===== src/rtl/mbus_pkg.sv =====
`timescale 1ns/1ps
package mbus_pkg;
    localparam int MB_DW = 16;
    localparam int MB_AW = 20;
    localparam int MB_HW = MB_AW - MB_DW;
    localparam int MB_SW = 2;

    typedef enum logic [2:0] {
        ST_IDLE = 3'd0,
        ST_T1   = 3'd1,
        ST_T2   = 3'd2,
        ST_T3   = 3'd3,
        ST_TW   = 3'd4,
        ST_T4   = 3'd5,
        ST_HELD = 3'd6
    } mb_state_e;

    typedef struct packed {
        mb_state_e              st;
        logic [MB_AW-1:0]       addr;
        logic                   wr;
        logic                   mem;
        logic                   hi;
        logic [MB_SW-1:0]       seg;
        logic [MB_DW-1:0]       wdata;
        logic [MB_DW-1:0]       rdata;
    } mb_ctx_t;
endpackage


===== src/rtl/mbus_ctrl.sv =====
`timescale 1ns/1ps
module mbus_ctrl
    import mbus_pkg::*;
(
    input  logic                clk,
    input  logic                rst_n,
    input  logic                req_valid,
    input  logic [MB_AW-1:0]    req_addr,
    input  logic                req_write,
    input  logic                req_mem,
    input  logic                req_hi,
    input  logic [MB_SW-1:0]    req_seg,
    input  logic [MB_DW-1:0]    req_wdata,
    input  logic                ready,
    input  logic                hold,
    input  logic [MB_DW-1:0]    ad_i,
    output logic                req_ready,
    output mb_ctx_t             ctx
);
    mb_ctx_t ctx_d, ctx_q;

    always_comb begin
        ctx_d = ctx_q;
        case (ctx_q.st)
            ST_IDLE: begin
                if (hold) begin
                    ctx_d.st = ST_HELD;
                end else if (req_valid) begin
                    ctx_d.st    = ST_T1;
                    ctx_d.addr  = req_addr;
                    ctx_d.wr    = req_write;
                    ctx_d.mem   = req_mem;
                    ctx_d.hi    = req_hi;
                    ctx_d.seg   = req_seg;
                    ctx_d.wdata = req_wdata;
                end
            end
            ST_T1: ctx_d.st = ST_T2;
            ST_T2: ctx_d.st = ST_T3;
            ST_T3, ST_TW: begin
                if (ready) begin
                    ctx_d.st = ST_T4;
                    if (!ctx_q.wr) begin
                        ctx_d.rdata = ad_i;
                    end
                end else begin
                    ctx_d.st = ST_TW;
                end
            end
            ST_T4:   ctx_d.st = hold ? ST_HELD : ST_IDLE;
            ST_HELD: ctx_d.st = hold ? ST_HELD : ST_IDLE;
            default: ctx_d.st = ST_IDLE;
        endcase
    end

    always_ff @(posedge clk or negedge rst_n) begin
        if (!rst_n) begin
            ctx_q <= '0;
        end else begin
            ctx_q <= ctx_d;
        end
    end

    assign req_ready = (ctx_q.st == ST_IDLE) && !hold;
    assign ctx       = ctx_q;
endmodule


===== src/rtl/mbus_pins.sv =====
`timescale 1ns/1ps
module mbus_pins
    import mbus_pkg::*;
(
    input  mb_ctx_t             ctx,
    output logic [MB_DW-1:0]    ad_o,
    output logic                ad_oe,
    output logic [MB_HW-1:0]    ahs_o,
    output logic                bhe_s7_n,
    output logic                ale,
    output logic                rd_n,
    output logic                wr_n,
    output logic                m_io,
    output logic                dt_r,
    output logic                ctl_oe,
    output logic                hlda,
    output logic                rsp_done
);
    logic in_cycle;
    logic strobe_phase;
    logic data_phase;

    always_comb begin
        in_cycle     = (ctx.st == ST_T1) || (ctx.st == ST_T2) || (ctx.st == ST_T3)
                    || (ctx.st == ST_TW) || (ctx.st == ST_T4);
        strobe_phase = (ctx.st == ST_T2) || (ctx.st == ST_T3) || (ctx.st == ST_TW);
        data_phase   = strobe_phase || (ctx.st == ST_T4);

        ad_o     = '0;
        ad_oe    = 1'b0;
        ahs_o    = '0;
        bhe_s7_n = 1'b1;
        ale      = 1'b0;
        rd_n     = 1'b1;
        wr_n     = 1'b1;
        m_io     = 1'b1;
        dt_r     = 1'b0;
        ctl_oe   = 1'b1;
        hlda     = 1'b0;
        rsp_done = 1'b0;

        if (in_cycle) begin
            m_io = ctx.mem;
            dt_r = ctx.wr;
        end
        if (ctx.st == ST_T1) begin
            ad_o     = ctx.addr[MB_DW-1:0];
            ad_oe    = 1'b1;
            ahs_o    = ctx.addr[MB_AW-1:MB_DW];
            bhe_s7_n = ~ctx.hi;
            ale      = 1'b1;
        end
        if (data_phase) begin
            ahs_o    = {{(MB_HW-MB_SW){1'b0}}, ctx.seg};
            bhe_s7_n = 1'b0;
            if (ctx.wr) begin
                ad_o  = ctx.wdata;
                ad_oe = 1'b1;
            end
        end
        if (strobe_phase) begin
            rd_n = ctx.wr;
            wr_n = ~ctx.wr;
        end
        if (ctx.st == ST_T4) begin
            rsp_done = 1'b1;
        end
        if (ctx.st == ST_HELD) begin
            ctl_oe = 1'b0;
            hlda   = 1'b1;
        end
    end
endmodule


===== src/rtl/mbus_seq.sv =====
`timescale 1ns/1ps
module mbus_seq
    import mbus_pkg::*;
(
    input  logic                clk,
    input  logic                rst_n,
    input  logic                req_valid,
    output logic                req_ready,
    input  logic [MB_AW-1:0]    req_addr,
    input  logic                req_write,
    input  logic                req_mem,
    input  logic                req_hi,
    input  logic [MB_SW-1:0]    req_seg,
    input  logic [MB_DW-1:0]    req_wdata,
    output logic                rsp_done,
    output logic [MB_DW-1:0]    rsp_rdata,
    input  logic                ready,
    input  logic                hold,
    output logic                hlda,
    output logic [MB_DW-1:0]    ad_o,
    output logic                ad_oe,
    input  logic [MB_DW-1:0]    ad_i,
    output logic [MB_HW-1:0]    ahs_o,
    output logic                bhe_s7_n,
    output logic                ale,
    output logic                rd_n,
    output logic                wr_n,
    output logic                m_io,
    output logic                dt_r,
    output logic                ctl_oe
);
    mb_ctx_t ctx;

    mbus_ctrl u_ctrl (
        .clk       (clk),
        .rst_n     (rst_n),
        .req_valid (req_valid),
        .req_addr  (req_addr),
        .req_write (req_write),
        .req_mem   (req_mem),
        .req_hi    (req_hi),
        .req_seg   (req_seg),
        .req_wdata (req_wdata),
        .ready     (ready),
        .hold      (hold),
        .ad_i      (ad_i),
        .req_ready (req_ready),
        .ctx       (ctx)
    );

    mbus_pins u_pins (
        .ctx      (ctx),
        .ad_o     (ad_o),
        .ad_oe    (ad_oe),
        .ahs_o    (ahs_o),
        .bhe_s7_n (bhe_s7_n),
        .ale      (ale),
        .rd_n     (rd_n),
        .wr_n     (wr_n),
        .m_io     (m_io),
        .dt_r     (dt_r),
        .ctl_oe   (ctl_oe),
        .hlda     (hlda),
        .rsp_done (rsp_done)
    );

    assign rsp_rdata = ctx.rdata;
endmodule


===== config.mk =====
export PLATFORM = sky130hd
export DESIGN_NAME = mbus_seq
export DESIGN_NICKNAME = d
export VERILOG_FILES = /design/src/rtl/mbus_pkg.sv /design/src/rtl/mbus_ctrl.sv /design/src/rtl/mbus_pins.sv /design/src/rtl/mbus_seq.sv
export SDC_FILE = /design/constraint.sdc
export NUM_CORES = 1
export LEC_CHECK = 0
export ABC_CLOCK_PERIOD_IN_PS = 1700
export BUFFER_PORTS_ARGS = -buffer_cell sky130_fd_sc_hd__buf_4
export CORE_UTILIZATION = 40
export DETAILED_ROUTE_END_ITERATION = 12
export PLACE_DENSITY = 0.68
export SLEW_MARGIN = 20
export SYNTH_ARGS = -nofsm -noshare
export SYNTH_HDL_FRONTEND = slang
export SYNTH_SLANG_ARGS = --single-unit

===== constraint.sdc =====
create_clock -name clk -period 1.7 [get_ports clk]
set_input_delay 0.255 -clock clk [delete_from_list [all_inputs] [get_ports clk]]
set_output_delay 0.255 -clock clk [all_outputs]
set_load 0.02 [all_outputs]

## After elaboration in Yosys (flattened, before gate mapping)

Cells that the tools add are included.

- Register bits after elaboration: 60
- Input bits: 62
- Output and inout bits: 47
- Logic and storage cells: 54

- Equality and inequality tests: 7
- Mux-type cells: 22
- Bitwise logic cells: 3
- Reduce and logical (&&, ||, !) cells: 14

Operators by type and width:

| kind | count |
|---|---|
| 16-bit 2-to-1 mux | 3 |
| 44-bit 2-to-1 mux | 1 |
| 3-bit case mux with 5 select lines | 1 |
| 1-bit 2-to-1 mux | 13 |
| 3-bit == test, second input constant | 3 |
| 4-bit 2-to-1 mux | 2 |
| 1-bit logical OR | 7 |
| 3-bit by 2-bit == test with 1-bit output, second input constant | 2 |
| 3-bit 2-to-1 mux | 2 |
| 3-bit AND reduction | 2 |
| 2-bit OR reduction | 2 |
| 3-bit by 1-bit == test with 1-bit output, second input constant | 1 |
| 3-bit logical NOT | 1 |
| 3-bit != test, second input constant | 1 |
| 1-bit inverter | 3 |
| 1-bit logical AND | 1 |
| 1-bit logical NOT | 1 |

## Longest topological paths before layout

Gate-level depths: netlist of run 1.

- Word-level depth: 6
- Mapped depth: 5
- Gate-level depth less buffers: 3

## Modules after synthesis

From an unflattened synthesis of run 1, not the netlist that was laid out.

- Cells, all modules: 297
- Area, all modules: 3499.6 µm²

By module, submodules not included:

| module | instances | cells an instance | area an instance (µm²) | sequential area each (µm²) |
|---|---|---|---|---|
| mbus_ctrl | 1 | 188 | 2703.8 | 1501.4 |
| mbus_pins | 1 | 109 | 795.8 | 0.0 |

## Worst setup path before layout of run 1

No wires, ideal clock.

- Kind: register to register
- Start point: register u_ctrl.ctx_q (netlist bit u_ctrl.ctx[57])
- End point: register u_ctrl.ctx_q (netlist bit u_ctrl.ctx[16])
- Library setup time: 0.125 ns
- Arrival: 1.663 ns
- Required time: 1.575 ns
- Path slack: -0.088 ns
- Cell stages (with the launch flop): 5
- Buffers on the path: 1
- Clock period less this slack: 1.788 ns
- Cell sequence: dfrtp_1 > nor4_2 > nand2_1 > buf_2 > mux2_2

- Longest elaborated chain between the ends: 2

Ends and longest elaborated chain:

| item | line | source |
|---|---|---|
| start, declared | mbus_ctrl.sv:20 | `mb_ctx_t ctx_d, ctx_q;` |
| start signal, assigned | mbus_ctrl.sv:60 | `ctx_q <= ctx_d;` |
| 3-bit logical NOT | mbus_ctrl.sv:24 | `case (ctx_q.st)` |
| 3-bit AND reduction (no line) | n/a |  |

No other way between the ends.
A chain may end at the register's enable or synchronous reset.

## Worst setup path after layout of run 1

- Start point: register u_ctrl.ctx_q (netlist bit u_ctrl.ctx[59])
- End point: output ad_oe

- Longest elaborated chain between the ends: 5
- Elaborated cells between the ends (all ways): 11
- Classes of those cells: eq/ne (5); mux (3); reduce/logical (3)

Ends and longest elaborated chain:

| item | line | source |
|---|---|---|
| 3-bit by 2-bit == test with 1-bit output | mbus_pins.sv:26 | `strobe_phase = (ctx.st == ST_T2) \|\| (ctx.st == ST_T3) \|\| (ctx.st == ST_TW);` |
| 1-bit logical OR (2 in series) | mbus_pins.sv:26 |  |
| 1-bit logical OR | mbus_pins.sv:27 | `data_phase = strobe_phase \|\| (ctx.st == ST_T4);` |
| 1-bit 2-to-1 mux * | mbus_pins.sv:53 | `if (data_phase) begin` |
| end, declared | mbus_seq.sv:21 | `output logic ad_oe,` |

Every way passes the cells marked *; elsewhere a longest branch is shown, timed or not.

==> metrics.yaml, run 1 <==
drt_wl_total_um: 6680
gp_congestion: 0.7118
drt_iter0_drc: 66
endpoint: "ad_oe"
fin_ws_ns: -0.2030
cts_sinks: 60
synth-simple-area-share_pct: 5.266
synth-seq-area-share_pct: 54.95
tns_ns: -7.048
holdPathStages: 2
cts_tree: "done"
grt_pass1_vias: 2197
worst_ep_arrival_time_ns: 1.65
ant_nets: 0
track_usage_pct: 19.08
clock.fmax_mhz: 525.5
min_period_ns: 1.903
grt_pass1_wl_um: 10500
outcome: "finished, violations left"
violations: "design-rule violations, negative setup slack"
ios: 109
placed_area_um2: 3627
cp-startpoint: "u_ctrl.ctx[59]"
cts_root_buffer: "clkbuf_8"
crit_required_ns: 1.44
synth_mux_area_share_pct: 23.49
power_density_nw_per_um2: 1950
finalInstanceArea_um2: 4175
layout-drive-gt1-share_pct: 65.03
path_clk_slew_ns: 0.07
grt_max_degree: 38
slowest_stage: "dfrtp_1"
dp_cells: 373
die_h_um: 84.66
crit_family: "simple AND/OR/NAND/NOR gates"
die_w_um: 84.66
slew_headroom_pct: 70.24
tightest_slew_ns: 0.4464
r2r_end: "u_ctrl.ctx[13]"
first_pass_iters: 10
slew_viol_final: 0
fin_skew_ns: 0.006863
synth_ff_type: "dfrtp_1"
routedWlPerCell_um: 16.58
hold_ws_ns: 0.1338
core_um2: 6459
finalHoldViolations: 0
ff_latch_area_um2: 1504
synth_seq_cells: 60
largest_reg_flops: 60
nets: 384
crit_type: "reg -> out"
start_util_pct: 42.31
p_leak_nw: 2.019
avgSynthCellArea_um2: 13.40
crit_cells: 4
yosys_warnings: 0
path_buf_inv: 1
synth_compound_area_share_pct: 9.066
multi_input_area_um2: 1144
synth_nets: 266
syn-cell-area_um2: 2733
n_fill_cell: 516
r2r-start: "u_ctrl.ctx[58]"
reg2regPathDepth: 5
finalSetupViolations: 75
clockBufferDepth: 2
clock_latency_ns: 0.33
worst_setup_path_end_kind: "primary output"
viasPerCell: 5.154
vias: 2077
ir_drop_v: 0.0009977
diodes: 0
period_share_pct: 111.9
synth_fa_ha_area_share_pct: 0
crit_path_start_kind: "flop"
synthCells: 204
synthXorXnorAreaFrac_pct: 0
rsz0062_at_grt: "true"
r2r_slack_ns: -0.11
path_max_fanout: 5
drc: 8
slowest_delay_ns: 0.41
antenna_found_initial: 0
drv_cap: 0
hpwl_um: 4203
instances_no_fill: 403
synthToLayoutAreaGrowth_pct: 52.79
rows: 29
gr-total-overflow: 0
synth_cell_type_count: 29
synth_edf_count: 0
port-buffer-count: 108
path_cells: "and2b_2 -> o21a_4 -> or2_4 -> buf_6"
synth_top_family_by_area: "multiplexers"
cts_buffers: 9
hold_class: "in -> reg"
die-area_um2: 7166
htree_levels: 3
async_flop_share_pct: 100.0
[Yosys cell counts (all sizes together), types with 2 or more instances]
| cell | instances | area, µm² |
|---|---|---|
| mux2 | 57 | 641.9 |
| or2 | 2 | 12.51 |
| nand2 | 7 | 26.28 |
| buf | 26 | 178.9 |
| clkbuf | 2 | 7.510 |
| a21oi | 2 | 10.01 |
| a22o | 16 | 140.1 |
| o21ai | 5 | 25.02 |
| nor2b | 2 | 12.51 |
| a22oi | 3 | 22.52 |
| dfrtp | 60 | 1501 |
| nor3b | 2 | 15.01 |
| and2 | 4 | 25.02 |
| a211o | 2 | 17.52 |
| inv | 3 | 11.26 |
[worst min-delay path by stage]
stage	slack, ns	end	startpoint
CTS	0.12	u_ctrl.ctx[9]	ad_i[9]
global placement	0.23	u_ctrl.ctx[32]	rst_n
detailed placement	0.23	u_ctrl.ctx[32]	rst_n
finish	0.13	u_ctrl.ctx[10]	ad_i[10]
global route	0.13	u_ctrl.ctx[11]	ad_i[11]
floorplan	-0.04	u_ctrl.ctx[0]	rst_n
[layout by cell type, fill, tap and decap left out, types with 2 or more instances in the layout]
master     instances
buf_4             94
dfrtp_1           58
mux2_2            47
buf_6             30
a22o_1            15
mux2_1            10
clkbuf_8          10
nand2_1            5
and2_1             4
buf_12             4
clkbuf_1           3
clkbuf_16          3
o21a_4             2
or2_4              2
a22oi_2            2
o21ai_1            2
o21ai_0            2
inv_1              2
a211o_1            2
a21oi_1            2
dfrtp_2            2
[final cells by class]
class | count | area share, %
flip-flops and latches | 60 | 36.02
repair buffers | 133 | 29.61
multi-input cells | 115 | 27.39
clock buffers | 13 | 3.566
well taps | 77 | 2.307
clock inverters | 2 | 0.8391
inverters | 3 | 0.2697
[worst register-to-register path, stage by stage, from the launching register on]
cell and delay [ns]:
dfrtp_2 0.44, buf_6 0.14, nor3b_1 0.36, o211a_1 0.27
buf_12 0.16, mux2_2 0.34
[report_power, final]
group	internal (W)	switching, W	total (W)
Combinational	0.00236	0.00195	0.00431
Clock	0.000709	0.000528	0.00124
Sequential	0.00216	0.000438	0.00259
[metrics by stage]
step	setup slack, ns	total power (W)	utilization (%)
global placement	0.06846	0.006082	56.16
global route	-0.2567	0.008590	64.65
CTS	-0.2105	0.008023	62.63
floorplan	0.002565	0.004974	-
detailed placement	0.02753	0.006168	56.16
finish	-0.2030	0.008143	64.65
[kinds of logic (layout without fill, tap and decap cells)]
family | count (synthesis) | in the layout
flip-flops | 60 | 60
AO/OA/AOI/OAI | 32 | 34
buffers and inverters | 31 | 151
AND/OR/NAND/NOR | 24 | 24
multiplexers | 57 | 57
[layer usage]
layer  share of wire (%)  global-route usage (%)  vias up
met5                   0                       0        -
met4                 1.5                   8.320        0
met3                 8.9                   6.981       10
met2                  49                   30.52       83
met1                  41                   23.23     1030
li1                    -                       -      954
[repair_timing]
item	in CTS	in global routing
pin swaps	13	7
buffers inserted	6	2
hold buffers	1	0
setup endpoints to repair	31	57
resized for setup	41	10
gates cloned	3	3
endpoints found under the hold margin	31	0
(Power assumes the default switching activity.)
==> inputs of run 2 (changes only) <==
--- a/config.mk
+++ b/config.mk
@@ -7,9 +7,9 @@
 export LEC_CHECK = 0
 export ABC_CLOCK_PERIOD_IN_PS = 1700
 export BUFFER_PORTS_ARGS = -buffer_cell sky130_fd_sc_hd__buf_4
-export CORE_UTILIZATION = 40
+export CORE_UTILIZATION = 48
 export DETAILED_ROUTE_END_ITERATION = 12
-export PLACE_DENSITY = 0.68
+export PLACE_DENSITY = 0.79
 export SLEW_MARGIN = 20
 export SYNTH_ARGS = -nofsm -noshare
 export SYNTH_HDL_FRONTEND = slang
==> run 2 against run 1 <==
  * The run ends with negative setup slack left
  * Sequential power is 2% higher
  * Global-route usage up 4.9 points
  * Combinational power up 11%
  * Core utilization grew 13 points
  * First-iteration DRC count up 70%
  * Critical path type unchanged
  * Largest power group unchanged
==> metrics.yaml, run 2 (synthesized netlist as in run 1, its figures left out) <==
cts_tree: "done"
mostFrequentLayoutCells: "buf_4 (91), dfrtp_1 (57), mux2_2 (47), buf_6 (36), a22o_1 (15)"
rows: 27
gr-total-overflow: 0
hold_ws_ns: 0.1421
final_util_pct: 78.01
track_usage_pct: 23.97
placed_area_um2: 3613
slew_headroom_pct: 71.70
clockBufferDepth: 2
start_util_pct: 49.63
drt_iter0_drc: 112
slew_viol_final: 0
crit_path_start_kind: "flop"
worst_ep_arrival_time_ns: 1.67
routedWlPerCell_um: 18.26
finalHoldViolations: 0
grt_max_degree: 43
path_clk_slew_ns: 0.07
die_h_um: 77.45
finalSetupViolations: 75
grt_pass1_wl_um: 10960
outcome: "finished, violations left"
antenna_found_initial: 0
ant_nets: 0
grt_pass1_vias: 2284
rsz0062_at_grt: "true"
worst_setup_path_end_kind: "primary output"
first_pass_iters: 4
crit_type: "reg -> out"
hold_class: "in -> reg"
min_period_ns: 1.925
clock.fmax_mhz: 519.4
viasPerCell: 5.301
gp_congestion: 0.7223
cts_buffers: 9
nets: 389
tns_ns: -6.038
violations: "negative setup slack"
ios: 109
cts_sinks: 60
drv_cap: 0
pre_cts_slack_ns: 0.04260
p_leak_nw: 2.085
vias: 2131
cts_root_buffer: "clkbuf_8"
crit_required_ns: 1.44
htree_levels: 3
die_w_um: 77.45
drc: 0
layout-drive-gt1-share_pct: 70.61
final_common_cell: "buf_4"
port-buffer-count: 108
core_um2: 5507
fin_ws_ns: -0.2253
drt_wl_total_um: 7342
finalInstanceArea_um2: 4295
diodes: 0
tightest_slew_ns: 0.4245
period_share_pct: 113.3
synthToLayoutAreaGrowth_pct: 57.19
clock_latency_ns: 0.33
fin_skew_ns: 0.009558
ir_drop_v: 0.0009856
die-area_um2: 5999
largest_reg_flops: 60
path_max_fanout: 20
power_density_nw_per_um2: 1993
hpwl_um: 4323
[run 2: area by class of cell]
type / instances / area (µm²)
Sequential cell: 60 / 1505
Timing Repair Buffer: 138 / 1304
Inverter: 3 / 11.26
Multi-Input combinational cell: 115 / 1210
Tap cell: 72 / 90.09
Fill cell: 341 / 1211
Clock buffer: 12 / 165.2
Clock inverter: 2 / 10.01
[run 2: what timing repair did]
item                                    CTS  global route
gates cloned                              2             5
hold buffers                              1             0
endpoints found under the setup margin   31            85
resized for setup                        51            26
buffers inserted                         10             4
pin swaps                                 6            11
endpoints found under the hold margin    30             0
[run 2: power by group]
group,total (W),leakage (nW),internal [W],switching [W]
combinational,0.00478,1.27,0.00267,0.00210
clock,0.00115,0.0941,0.000627,0.000521
sequential,0.00264,0.720,0.00216,0.000477
total,0.00856,2.08,0.00546,0.00310
[run 2: per-layer routing]
layer  GRT usage [%]  share of wire [%]  vias to the layer above
met5               0                  0                        -
met4           11.51                1.6                        0
met3           4.588                3.8                       10
met2           42.83                 55                       65
met1           27.38                 39                     1097
li1                -                  -                      959
[run 2: worst max-delay path, stage by stage, from the launching register on]
cell and delay (ns):
dfrtp_2 0.46, buf_6 0.14, nor3b_4 0.23, buf_12 0.20, a22o_1 0.18, buf_6 0.12
[run 2: final timing paths]
check                                     from  cells past startpoint              to  slack (ns)
worst max-delay path            u_ctrl.ctx[58]                      5         ad_o[6]       -0.23
worst min-delay path                   ad_i[3]                      2   u_ctrl.ctx[3]        0.14
worst max register to register  u_ctrl.ctx[58]                      6  u_ctrl.ctx[13]       -0.07
worst min register to register   u_ctrl.ctx[3]                      1   u_ctrl.ctx[3]        0.50
max in group asynchronous                rst_n                      3  u_ctrl.ctx[56]        0.76
min in group asynchronous                rst_n                      2  u_ctrl.ctx[54]        0.44
[run 2: per-stage QoR]
| stage | instances | power (W) |
|---|---|---|
| after floorplan | 204 | 0.004974 |
| after global placement | 367 | 0.006065 |
| after detailed placement | 367 | 0.006208 |
| after CTS | 394 | 0.008090 |
| after global routing | 402 | 0.008995 |
| final | 402 | 0.008560 |
==> inputs of run 3 (changes only) <==
--- a/config.mk
+++ b/config.mk
@@ -10,6 +10,7 @@
 export CORE_UTILIZATION = 48
 export DETAILED_ROUTE_END_ITERATION = 12
 export PLACE_DENSITY = 0.79
+export SETUP_SLACK_MARGIN = 0.4
 export SLEW_MARGIN = 20
 export SYNTH_ARGS = -nofsm -noshare
 export SYNTH_HDL_FRONTEND = slang
==> run 3 against run 2 <==
  * The flow still finishes with violations (negative setup slack)
  * Die area unchanged
  * Clock-buffer cell count shrank 1
  * Power grew 8.8%
  * Fmax increased by 0.32%
  * Clock skew shrank 0.0021 ns
  * Core utilization grew 6.2 points
  * Clock power up 13%
  * Sequential share of layout area is 2.6 points lower
  * Setup slack improved by 0.0061 ns
  * Register-to-register slack got worse by 0.12 ns
==> metrics.yaml, run 3 (synthesized netlist as in run 1, its figures left out) <==
drt_iter0_drc: 64
track_usage_pct: 28.43
vias: 2214
nets: 399
fin_ws_ns: -0.2192
reg2regPathDepth: 7
slew_headroom_pct: 68.40
slew_viol_final: 0
crit_path_start_kind: "flop"
ant_nets: 0
pre_cts_slack_ns: 0.03022
clock_latency_ns: 0.34
use_met1_pct: 32.71
dp_cells: 369
grt_pass1_vias: 2368
final_common_cell: "buf_4"
synthToLayoutAreaGrowth_pct: 69.60
die_w_um: 77.45
path_clk_slew_ns: 0.07
holdPathStages: 2
cts_buffers: 9
cts_tree: "done"
gr-usage-met2_pct: 49.56
crit_type: "reg -> out"
r2r_slack_ns: -0.19
period_share_pct: 112.9
finalInstanceArea_um2: 4634
cts_root_buffer: "clkbuf_8"
diodes: 0
drt_wl_total_um: 8317
hold_path_end: "u_ctrl.ctx[26]"
clockBufferDepth: 2
largest_reg_flops: 60
multi_input_area_um2: 1345
outcome: "finished, violations left"
ff_latch_area_um2: 1505
finalSetupViolations: 88
die-area_um2: 5999
grt_max_degree: 37
ir_drop_v: 0.001162
routedWlPerCell_um: 20.14
gr-total-overflow: 0
fin_skew_ns: 0.007488
rows: 27
antenna_found_initial: 0
p_leak_nw: 2.270
core_um2: 5507
n_fill_cell: 305
r2r-start: "u_ctrl.ctx[57]"
path_max_fanout: 5
power_density_nw_per_um2: 2010
min_period_ns: 1.919
grt_util_met3_pct: 7.882
htree_levels: 3
drc: 0
ios: 109
gp_congestion: 0.7393
worst_setup_path_end_kind: "primary output"
layout-drive-gt1-share_pct: 75.95
start_util_pct: 49.63
first_pass_iters: 4
worst_ep_arrival_time_ns: 1.66
placed_area_um2: 3735
hpwl_um: 4169
drv_cap: 0
hold_ws_ns: 0.1452
grt.busiest_layer: "met2"
instances_no_fill: 413
die_h_um: 77.45
viasPerCell: 5.361
worstHoldStart: "req_wdata[10]"
mostFrequentLayoutCells: "buf_4 (94), dfrtp_1 (57), mux2_2 (41), buf_6 (39), mux2_4 (16)"
grt_pass1_wl_um: 12530
rsz0062_at_grt: "true"
power_w: 0.009316
cts_sinks: 60
crit_required_ns: 1.44
violations: "negative setup slack"
port-buffer-count: 108
hold_class: "in -> reg"
r2r_end: "u_ctrl.ctx[3]"
clock.fmax_mhz: 521.1
tightest_slew_ns: 0.4740
finalHoldViolations: 0
-- run 3: metrics by stage --
step,utilization [%],TNS (ns)
3_3_place_gp,67.83,0
6_report,84.16,-12.00
4_1_cts,82.44,-9.213
3_5_place_dp,67.83,0
2_1_floorplan,-,0
5_1_grt,84.16,-16.13
-- run 3: worst max-delay path by stage --
stage          depth (start not counted)           start  slack [ns]       end
4_1_cts                                4  u_ctrl.ctx[59]       -0.20     ad_oe
5_1_grt                                7  u_ctrl.ctx[59]       -0.28  ahs_o[0]
3_5_place_dp                           4  u_ctrl.ctx[57]        0.03      dt_r
2_1_floorplan                          5  u_ctrl.ctx[58]        0.05   ad_o[0]
6_report                               7  u_ctrl.ctx[59]       -0.22  ahs_o[0]
3_3_place_gp                           4  u_ctrl.ctx[57]        0.06      dt_r
-- run 3: layout make-up --
cell class | count | share of cell area [%]
Tap cell | 72 | 1.944
Timing Repair Buffer | 148 | 31.99
Clock buffer | 11 | 3.267
Inverter | 3 | 0.2430
Sequential cell | 60 | 32.48
Multi-Input combinational cell | 115 | 29.02
Clock inverter | 4 | 1.053
-- run 3: metal layers --
layer / up-vias / routed length [µm]
met2: 77 / 4631
met1: 1128 / 3062
met4: 0 / 265
li1: 990 / -
met3: 19 / 358
met5: - / 0
-- run 3: timing repair --
| item | 4_1_cts | 5_1_grt |
|---|---|---|
| resized for setup | 77 | 14 |
| hold endpoints to repair | 34 | 0 |
| pin swaps | 15 | 6 |
| setup buffers | 15 | 3 |
| setup endpoints to repair | 89 | 91 |
| gates cloned | 9 | 1 |
| hold buffers | 1 | 0 |
-- run 3: where the power goes --
| part | total (W) | leakage, nW | internal, W | switching (W) |
|---|---|---|---|---|
| clock | 0.00130 | 0.105 | 0.000746 | 0.000552 |
| sequential | 0.00269 | 0.720 | 0.00216 | 0.000530 |
| combinational | 0.00533 | 1.44 | 0.00303 | 0.00230 |
| total | 0.00932 | 2.27 | 0.00594 | 0.00338 |
-- run 3: worst max-delay path, stage by stage, from the launching register on --
cell and delay [ns]:
dfrtp_2 0.44, buf_12 0.14, buf_8 0.12, buf_6 0.12, nor2b_4 0.12, a22oi_2 0.06, o21ai_1 0.16, buf_4 0.16
